**src/rtl/csr_bank_pkg.sv**
```systemverilog
package csr_bank_pkg;

    localparam int REG_W  = 32;
    localparam int NCTL   = 6;
    localparam int CIDX_W = $clog2(NCTL);

    // slot index (offset bits 7:4) of the single-address words
    localparam logic [3:0] IDX_DATA = 4'd6;
    localparam logic [3:0] IDX_STAT = 4'd7;
    localparam logic [3:0] IDX_DBG  = 4'd8;
    localparam logic [3:0] IDX_VER  = 4'd9;
    localparam logic [3:0] IDX_BAUD = 4'd10;

    // control word 0
    localparam int SRST_BIT  = 31;
    localparam int CGATE_BIT = 30;

    // enable word (control word 2)
    localparam int EN_WORD       = 2;
    localparam int EN_PERIPH_BIT = 0;
    localparam int EN_TX_BIT     = 8;
    localparam int EN_RX_BIT     = 9;
    localparam int EN_RTS_BIT    = 11;
    localparam int EN_ARTS_BIT   = 14;
    localparam int EN_CTS_BIT    = 15;
    localparam int EN_RXDMA_BIT  = 24;
    localparam int EN_TXDMA_BIT  = 25;
    localparam int EN_DMAERR_BIT = 26;

    typedef enum logic [1:0] {
        OP_WR  = 2'd0,
        OP_SET = 2'd1,
        OP_CLR = 2'd2,
        OP_TOG = 2'd3
    } alias_op_e;

    typedef enum logic [2:0] {
        SEL_NONE,
        SEL_CTL,
        SEL_DATA,
        SEL_STAT,
        SEL_DBG,
        SEL_VER,
        SEL_BAUD
    } reg_sel_e;

    typedef struct packed {
        reg_sel_e          sel;
        logic [CIDX_W-1:0] ctl_idx;
        alias_op_e         op;
    } dec_t;

    function automatic logic [REG_W-1:0] alias_apply(
        input logic [REG_W-1:0] cur,
        input logic [REG_W-1:0] wd,
        input alias_op_e        op
    );
        case (op)
            OP_SET:  return cur | wd;
            OP_CLR:  return cur & ~wd;
            OP_TOG:  return cur ^ wd;
            default: return wd;
        endcase
    endfunction

endpackage

```
**src/rtl/csr_addr_decode.sv**
```systemverilog
module csr_addr_decode
    import csr_bank_pkg::*;
#(
    parameter int ADDR_W = 8
) (
    input  logic [ADDR_W-1:0] addr,
    output dec_t              dec
);

    logic       hi_set;
    logic [3:0] slot;
    logic [1:0] sub;

    generate
        if (ADDR_W > 8) begin : g_hi
            assign hi_set = |addr[ADDR_W-1:8];
        end else begin : g_nohi
            assign hi_set = 1'b0;
        end
    endgenerate

    assign slot = addr[7:4];
    assign sub  = addr[3:2];

    always_comb begin
        dec.sel     = SEL_NONE;
        dec.ctl_idx = '0;
        dec.op      = OP_WR;
        if (!hi_set && addr[1:0] == 2'b00) begin
            if (int'(slot) < NCTL) begin
                dec.sel     = SEL_CTL;
                dec.ctl_idx = slot[CIDX_W-1:0];
                dec.op      = alias_op_e'(sub);
            end else if (sub == 2'b00) begin
                case (slot)
                    IDX_DATA: dec.sel = SEL_DATA;
                    IDX_STAT: dec.sel = SEL_STAT;
                    IDX_DBG:  dec.sel = SEL_DBG;
                    IDX_VER:  dec.sel = SEL_VER;
                    IDX_BAUD: dec.sel = SEL_BAUD;
                    default:  dec.sel = SEL_NONE;
                endcase
            end
        end
    end

endmodule

```
**src/rtl/csr_alias_reg.sv**
```systemverilog
module csr_alias_reg
    import csr_bank_pkg::*;
#(
    parameter logic [REG_W-1:0] RESET_VAL = '0
) (
    input  logic             clk,
    input  logic             rst,
    input  logic             hold,
    input  logic             wr_en,
    input  alias_op_e        op,
    input  logic [REG_W-1:0] wdata,
    output logic [REG_W-1:0] q
);

    always_ff @(posedge clk) begin
        if (rst || hold) begin
            q <= RESET_VAL;
        end else if (wr_en) begin
            q <= alias_apply(q, wdata, op);
        end
    end

    a_r2_plain_write: assert property (@(posedge clk) disable iff (rst)
        (wr_en && !hold && op == OP_WR) |=> (q == $past(wdata)));

    a_r3_set_alias: assert property (@(posedge clk) disable iff (rst)
        (wr_en && !hold && op == OP_SET) |=> ((q & $past(wdata)) == $past(wdata)));

    a_r4_clear_alias: assert property (@(posedge clk) disable iff (rst)
        (wr_en && !hold && op == OP_CLR) |=> ((q & $past(wdata)) == '0));

    a_r5_toggle_alias: assert property (@(posedge clk) disable iff (rst)
        (wr_en && !hold && op == OP_TOG) |=> (q == ($past(q) ^ $past(wdata))));

endmodule

```
**src/rtl/csr_read_mux.sv**
```systemverilog
module csr_read_mux
    import csr_bank_pkg::*;
#(
    parameter logic [7:0]  VER_MAJOR = 8'd1,
    parameter logic [7:0]  VER_MINOR = 8'd0,
    parameter logic [15:0] VER_STEP  = 16'd0
) (
    input  logic                  clk,
    input  logic                  rst,
    input  logic                  rd_req,
    input  reg_sel_e              sel,
    input  logic [CIDX_W-1:0]     ctl_idx,
    input  logic [NCTL*REG_W-1:0] ctl_flat,
    input  logic [REG_W-1:0]      data_q,
    input  logic [REG_W-1:0]      baud_q,
    input  logic [REG_W-1:0]      stat_in,
    input  logic [REG_W-1:0]      dbg_in,
    output logic [REG_W-1:0]      rdata
);

    localparam logic [REG_W-1:0] VER_WORD = {VER_MAJOR, VER_MINOR, VER_STEP};

    logic [REG_W-1:0] rd_val;

    always_comb begin
        case (sel)
            SEL_CTL:  rd_val = ctl_flat[int'(ctl_idx)*REG_W +: REG_W];
            SEL_DATA: rd_val = data_q;
            SEL_STAT: rd_val = stat_in;
            SEL_DBG:  rd_val = dbg_in;
            SEL_VER:  rd_val = VER_WORD;
            SEL_BAUD: rd_val = baud_q;
            default:  rd_val = '0;
        endcase
    end

    always_ff @(posedge clk) begin
        if (rst) begin
            rdata <= '0;
        end else if (rd_req) begin
            rdata <= rd_val;
        end
    end

    a_r12_unmapped_zero: assert property (@(posedge clk) disable iff (rst)
        (rd_req && sel == SEL_NONE) |=> (rdata == '0));

    a_r9_version_fields: assert property (@(posedge clk) disable iff (rst)
        (rd_req && sel == SEL_VER) |=>
            (rdata[31:24] == VER_MAJOR && rdata[23:16] == VER_MINOR && rdata[15:0] == VER_STEP));

    a_r8_status_live: assert property (@(posedge clk) disable iff (rst)
        (rd_req && sel == SEL_STAT) |=> (rdata == $past(stat_in)));

endmodule

```
**src/rtl/serial_csr_bank.sv**
```systemverilog
module serial_csr_bank
    import csr_bank_pkg::*;
#(
    parameter int          ADDR_W    = 8,
    parameter logic [7:0]  VER_MAJOR = 8'd1,
    parameter logic [7:0]  VER_MINOR = 8'd0,
    parameter logic [15:0] VER_STEP  = 16'd0
) (
    input  logic                  clk,
    input  logic                  rst,
    input  logic                  req_valid,
    input  logic                  req_write,
    input  logic [ADDR_W-1:0]     req_addr,
    input  logic [31:0]           req_wdata,
    output logic [31:0]           rsp_rdata,
    input  logic [31:0]           stat_in,
    input  logic [31:0]           dbg_in,
    output logic [NCTL*REG_W-1:0] ctl_flat,
    output logic [31:0]           data_q,
    output logic [31:0]           baud_q,
    output logic                  soft_rst,
    output logic                  clk_gate,
    output logic                  periph_en,
    output logic                  tx_en,
    output logic                  rx_en,
    output logic                  rts_level,
    output logic                  rts_auto,
    output logic                  cts_flow,
    output logic                  rx_dma_en,
    output logic                  tx_dma_en,
    output logic                  dma_on_err
);

    localparam logic [REG_W-1:0] CTL0_RESET = (REG_W'(1) << SRST_BIT) | (REG_W'(1) << CGATE_BIT);

    dec_t dec;
    logic wr_req, rd_req;
    logic ctl0_wr;
    logic [REG_W-1:0] ctl0_next;
    logic srst_q, cgate_q, hold_rest, rest_open;
    logic [REG_W-1:0] ctl_q [NCTL];
    logic [REG_W-1:0] en_word;

    csr_addr_decode #(.ADDR_W(ADDR_W)) u_dec (
        .addr (req_addr),
        .dec  (dec)
    );

    assign wr_req = req_valid & req_write;
    assign rd_req = req_valid & ~req_write;

    // control word 0: always writable, never held
    assign ctl0_wr = wr_req && dec.sel == SEL_CTL && dec.ctl_idx == '0;

    csr_alias_reg #(.RESET_VAL(CTL0_RESET)) u_ctl0 (
        .clk   (clk),
        .rst   (rst),
        .hold  (1'b0),
        .wr_en (ctl0_wr),
        .op    (dec.op),
        .wdata (req_wdata),
        .q     (ctl_q[0])
    );

    // soft reset seen at the edge that sets it, released at the edge that clears it
    always_comb begin
        ctl0_next = ctl0_wr ? alias_apply(ctl_q[0], req_wdata, dec.op) : ctl_q[0];
    end

    assign srst_q    = ctl_q[0][SRST_BIT];
    assign cgate_q   = ctl_q[0][CGATE_BIT];
    assign hold_rest = ctl0_next[SRST_BIT];
    assign rest_open = ~srst_q & ~cgate_q;

    generate
        for (genvar i = 1; i < NCTL; i++) begin : g_ctl
            logic wr_i;
            assign wr_i = wr_req && rest_open && dec.sel == SEL_CTL
                          && dec.ctl_idx == CIDX_W'(i);
            csr_alias_reg #(.RESET_VAL('0)) u_ctl (
                .clk   (clk),
                .rst   (rst),
                .hold  (hold_rest),
                .wr_en (wr_i),
                .op    (dec.op),
                .wdata (req_wdata),
                .q     (ctl_q[i])
            );
        end
        for (genvar j = 0; j < NCTL; j++) begin : g_flat
            assign ctl_flat[j*REG_W +: REG_W] = ctl_q[j];
        end
    endgenerate

    csr_alias_reg #(.RESET_VAL('0)) u_data (
        .clk   (clk),
        .rst   (rst),
        .hold  (hold_rest),
        .wr_en (wr_req && rest_open && dec.sel == SEL_DATA),
        .op    (OP_WR),
        .wdata (req_wdata),
        .q     (data_q)
    );

    csr_alias_reg #(.RESET_VAL('0)) u_baud (
        .clk   (clk),
        .rst   (rst),
        .hold  (hold_rest),
        .wr_en (wr_req && rest_open && dec.sel == SEL_BAUD),
        .op    (OP_WR),
        .wdata (req_wdata),
        .q     (baud_q)
    );

    csr_read_mux #(
        .VER_MAJOR (VER_MAJOR),
        .VER_MINOR (VER_MINOR),
        .VER_STEP  (VER_STEP)
    ) u_rd (
        .clk      (clk),
        .rst      (rst),
        .rd_req   (rd_req),
        .sel      (dec.sel),
        .ctl_idx  (dec.ctl_idx),
        .ctl_flat (ctl_flat),
        .data_q   (data_q),
        .baud_q   (baud_q),
        .stat_in  (stat_in),
        .dbg_in   (dbg_in),
        .rdata    (rsp_rdata)
    );

    assign en_word    = ctl_q[EN_WORD];
    assign soft_rst   = srst_q;
    assign clk_gate   = cgate_q;
    assign periph_en  = en_word[EN_PERIPH_BIT];
    assign tx_en      = en_word[EN_TX_BIT];
    assign rx_en      = en_word[EN_RX_BIT];
    assign rts_level  = en_word[EN_RTS_BIT];
    assign rts_auto   = en_word[EN_ARTS_BIT];
    assign cts_flow   = en_word[EN_CTS_BIT];
    assign rx_dma_en  = en_word[EN_RXDMA_BIT];
    assign tx_dma_en  = en_word[EN_TXDMA_BIT];
    assign dma_on_err = en_word[EN_DMAERR_BIT];

    // nothing but control word 0 may be nonzero while soft reset is set
    a_r10_held_in_reset: assert property (@(posedge clk) disable iff (rst)
        srst_q |-> (ctl_flat[NCTL*REG_W-1:REG_W] == '0 && data_q == '0 && baud_q == '0));

    // a gated write to another word leaves the bank unchanged
    a_r11_gate_blocks: assert property (@(posedge clk) disable iff (rst)
        (cgate_q && wr_req && !ctl0_wr) |=>
            ($stable(ctl_flat[NCTL*REG_W-1:REG_W]) && $stable(data_q) && $stable(baud_q)));

endmodule

```
**config.mk**
```make
export PLATFORM = sky130hd
export DESIGN_NAME = serial_csr_bank
export DESIGN_NICKNAME = d
export VERILOG_FILES = /design/src/rtl/csr_bank_pkg.sv /design/src/rtl/csr_addr_decode.sv /design/src/rtl/csr_alias_reg.sv /design/src/rtl/csr_read_mux.sv /design/src/rtl/serial_csr_bank.sv
export SDC_FILE = /design/constraint.sdc
export NUM_CORES = 1
export LEC_CHECK = 0
export ABC_AREA = 1
export BUFFER_PORTS_ARGS = -buffer_cell sky130_fd_sc_hd__buf_4
export CORE_MARGIN = 4
export CORE_UTILIZATION = 35
export DETAILED_ROUTE_END_ITERATION = 6
export GPL_TIMING_DRIVEN = 0
export PLACE_DENSITY = 0.65
export SETUP_SLACK_MARGIN = 0.02
export SLEW_MARGIN = 5
export SYNTH_ARGS = -nofsm -noshare
export SYNTH_HDL_FRONTEND = slang
export SYNTH_HIERARCHICAL = 1
export SYNTH_SLANG_ARGS = --single-unit
```
**constraint.sdc**
```tcl
create_clock -name clk -period 6.4 [get_ports clk]
set_input_delay 0.64 -clock clk [delete_from_list [all_inputs] [get_ports clk]]
set_output_delay 0.64 -clock clk [all_outputs]
set_load 0.05 [all_outputs]
```
==> out/results.ini <==
[detailed_routing]
number_of_drc_violations_after_detailed_routing = 0
viasPerCell = 5.20
detail-route-antenna-nets = 0
drt-initial-drc-count = 3700
routedWlPerCell_um = 21.0
wirelength_um = 139000
dr.pass1.iters = 6
detailroute.via_count = 34500

[synth]
top_reg_cell_synth = sky130_fd_sc_hd__dfxtp_1
synth.cell_area_sq_mm = 0.0304
post_synthesis_sequential_area_ratio = 0.189
synth.yosys.warnings = 6
yosys.area.top_type = sky130_fd_sc_hd__ha_1
synth.ff_latch_count = 288
synth_edf_count = 0
post_synth_most_frequent_cells = 1,347 x sky130_fd_sc_hd__nand2_1, 826 x sky130_fd_sc_hd__inv_1, 563 x sky130_fd_sc_hd__nand3_1, 514 x sky130_fd_sc_hd__ha_1, 497 x sky130_fd_sc_hd__a21oi_1
ys_types = 32
netlist_instances = 4974
avgSynthCellArea_sq_um = 6.12
yosysMostFrequentCell = sky130_fd_sc_hd__nand2_1
ys_async_sr_fraction = 0
netlist.area_leader.share = 0.211
netlist_top_cells_area = sky130_fd_sc_hd__ha_1 21%, sky130_fd_sc_hd__dfxtp_1 19%, sky130_fd_sc_hd__nand2_1 17%

[cells_and_area]
post_route_cells_drive_above_1_share = 0.133
antenna-diode-count = 0
finish.instance_area_sq_mm = 0.0365
signed_area_change_from_the_synthesized_netlist_to_the_final_layout_pct = 19.8
nets = 6068

[setup_path]
crit_path_cell_trace = buf_4 > inv_2 > nor2_2 > nand2_2 > nand3_4 > nor2_4 > buf_16 > inv_1 > nand2_1 > nand3b_1 > nand3_1 > nand2_1 > nor2_2 > clkinv_1 > clkbuf_1 > a21oi_1
critPathMaxStageDelay_ns = 0.58
worstReg2RegStart = u_ctl0/q[31]
timing.critical_path.from = req_addr[6]
endpoint_of_the_most_critical_setup_path = g_ctl[3].u_ctl/q[11]
critical_path_arrival_ns = 4.14
largest_fanout_on_the_critical_path = 19
worstSetupPathDepth = 16
cell_with_the_largest_stage_delay_on_the_worst_path = sky130_fd_sc_hd__nor2_4
worst_setup_path_end_kind = flop
ff2ff_setup_slack_ns = 3.04
worst-setup-path-type = input port to flop
path_delay_family = simple AND/OR/NAND/NOR gates
worst-endpoint-required_ns = 6.91
cp.buffers_inverters = 6
crit-reg2reg-capture = g_ctl[3].u_ctl/q[11]
worstSetupStartpointType = input port
r2r.worst_path.cells = 10

[global_routing]
grt_start_max_net_pins = 20
globalRouteOverflowTotal = 0
grt_pass1_vias = 31000
grt_first_pass_wirelength_um = 198000
track_usage = 0.289
antenna_found_initial = 8

[placement]
placement.cell_area_sq_mm = 0.0351
gp_congestion = 1.10
hpwl_detailed_um = 104000
port-buffer-count = 406

[sta]
setup_viol_count_final = 0
timing_worst_slew_pin_value_ns = 0.871
report.final.hold_viol_count = 0
fin_crit_ns = 3.63
unrepaired_setup_endpoints_after_global_routing = false
timing.final.max_slew_violations = 0
maxSlewHeadroom = 0.417
setup_total_negative_slack_ns = 0
timing.clock.skew_ns = 0.0267
max_clock_freq_ghz = 0.275
fin_crit_sh = 0.568

[cts]
clkSlewWorstSetupHoldPaths_ns = 0.06
cts_repair_resize_count = 0
cts_max_path_buffers = 3
clkLatencyLatePin_ns = 0.59
tritoncts = yes
inserted_clock_buffers = 40
cts.sink_count = 288
postCtsSetupBuffers = 0
cts-htree-levels = 2
cts_hold_buf = 0
cts.root.buffer_cell = sky130_fd_sc_hd__clkbuf_16

[die]
core.rowCount = 107
die_area_sq_mm = 0.0917
io_pins = 407
area_of_the_core_sq_mm = 0.0857
die_h_um = 303
initial_core_util = 0.355
die_width_um = 303

[pwr]
leakage_nw = 17.1
vdd_drop_max_v = 0.000198
power.density_cell_area_mw_per_mm2 = 138

[worst_hold_path]
hold_class = flop to flop

[run_status]
status = finished clean

[run]
max_cap_viol_count = 0

stage by stage:
step,worst slack [ns],hold slack [ns],util,std cells,total power (W)
after CTS,2.91,0.435,0.425,6622,0.00503
after global routing,2.59,0.483,0.425,6622,0.00521
after global placement,0.223,0.457,0.408,6546,0.00256
final,2.77,0.467,0.425,6622,0.00504
after floorplan,3.00,0.680,-,4996,0.00230
after detailed placement,2.31,0.460,0.409,6548,0.00258
state kept, by name, summed over array words and instances, names as in the netlist:
register       cells
g_ctl.u_ctl/q    160
u_rd/rdata        32
u_ctl0/q          32
u_baud/q          32
u_data/q          32
logic make-up (layout without fill, tap and decap cells):
kind of cell,Yosys count,after routing,share of synthesized area
AOI/OAI and AO/OA,672,672,0.119
adders and majority gates,514,514,0.211
buffers and inverters,1139,1621,0.155
DFF,288,288,0.189
other,1,23,0.000123
and+or+nand+nor,2360,2360,0.326
tightest hold or removal path, stage by stage (launching register included):
cell	delay [ns]
sky130_fd_sc_hd__dfxtp_1	0.31
sky130_fd_sc_hd__nand2_1	0.06
sky130_fd_sc_hd__a21oi_1	0.05
cell type report:
cell class	count	area [sq um]
fillers	9241	49200
multi-input cells	3569	20100
flip-flops and latches	288	5770
inverters	855	3210
repair buffers	408	3100
plain buffers	284	1500
well taps	1144	1430
clock buffers	52	1120
clock inverters	22	274
report_power, final:
group	internal (W)	switching [W]	leakage, nW
Clock	0.00148	0.000979	0.693
Sequential	0.00179	0.00000357	2.32
Combinational	0.000240	0.000545	14.1
per-layer routing:
| layer | wire (um) | vias to the layer above | track usage |
|---|---|---|---|
| li1 | - | 16400 | - |
| met1 | 55500 | 16100 | 0.370 |
| met2 | 60500 | 1656 | 0.448 |
| met3 | 14600 | 302 | 0.0713 |
| met4 | 8350 | 8 | 0.150 |
| met5 | 57 | - | 0 |
layout by cell type (no fill, tap or decap), types with 4 or more instances in the layout:
master / Yosys / layout
sky130_fd_sc_hd__bufinv_16: 0 / 6
sky130_fd_sc_hd__nand2_1: 1347 / 1347
sky130_fd_sc_hd__nand3_1: 563 / 563
sky130_fd_sc_hd__nand3b_1: 37 / 37
sky130_fd_sc_hd__o21bai_1: 63 / 63
sky130_fd_sc_hd__buf_6: 20 / 20
sky130_fd_sc_hd__clkinv_1: 13 / 13
sky130_fd_sc_hd__nor2_2: 16 / 16
sky130_fd_sc_hd__dfxtp_1: 288 / 288
sky130_fd_sc_hd__nand2_2: 4 / 4
sky130_fd_sc_hd__a21oi_1: 497 / 497
sky130_fd_sc_hd__clkbuf_16: 0 / 41
sky130_fd_sc_hd__inv_2: 16 / 16
sky130_fd_sc_hd__buf_2: 121 / 121
sky130_fd_sc_hd__clkbuf_1: 108 / 114
sky130_fd_sc_hd__clkbuf_8: 0 / 5
sky130_fd_sc_hd__nor2_4: 3 / 5
sky130_fd_sc_hd__inv_1: 826 / 826
sky130_fd_sc_hd__o211ai_1: 32 / 32
sky130_fd_sc_hd__nor2_1: 348 / 346
sky130_fd_sc_hd__or2_2: 32 / 32
sky130_fd_sc_hd__ha_1: 514 / 514
sky130_fd_sc_hd__o21ai_0: 78 / 78
sky130_fd_sc_hd__conb_1: 1 / 23
sky130_fd_sc_hd__clkinv_2: 0 / 12
sky130_fd_sc_hd__buf_4: 34 / 440
worst min-delay path by stage:
| stage | cells after the start | slack (ns) | to | startpoint |
|---|---|---|---|---|
| floorplan | 2 | 0.68 | u_rd/rdata[23] | u_rd/rdata[23] |
| global placement | 2 | 0.46 | u_rd/rdata[31] | u_rd/rdata[31] |
| detailed placement | 2 | 0.46 | u_rd/rdata[23] | u_rd/rdata[23] |
| CTS | 2 | 0.44 | u_rd/rdata[24] | rst |
| global route | 2 | 0.48 | u_rd/rdata[24] | rst |
| finish | 2 | 0.47 | u_rd/rdata[31] | u_rd/rdata[31] |
Note: power is estimated with default switching activity, not from simulation.
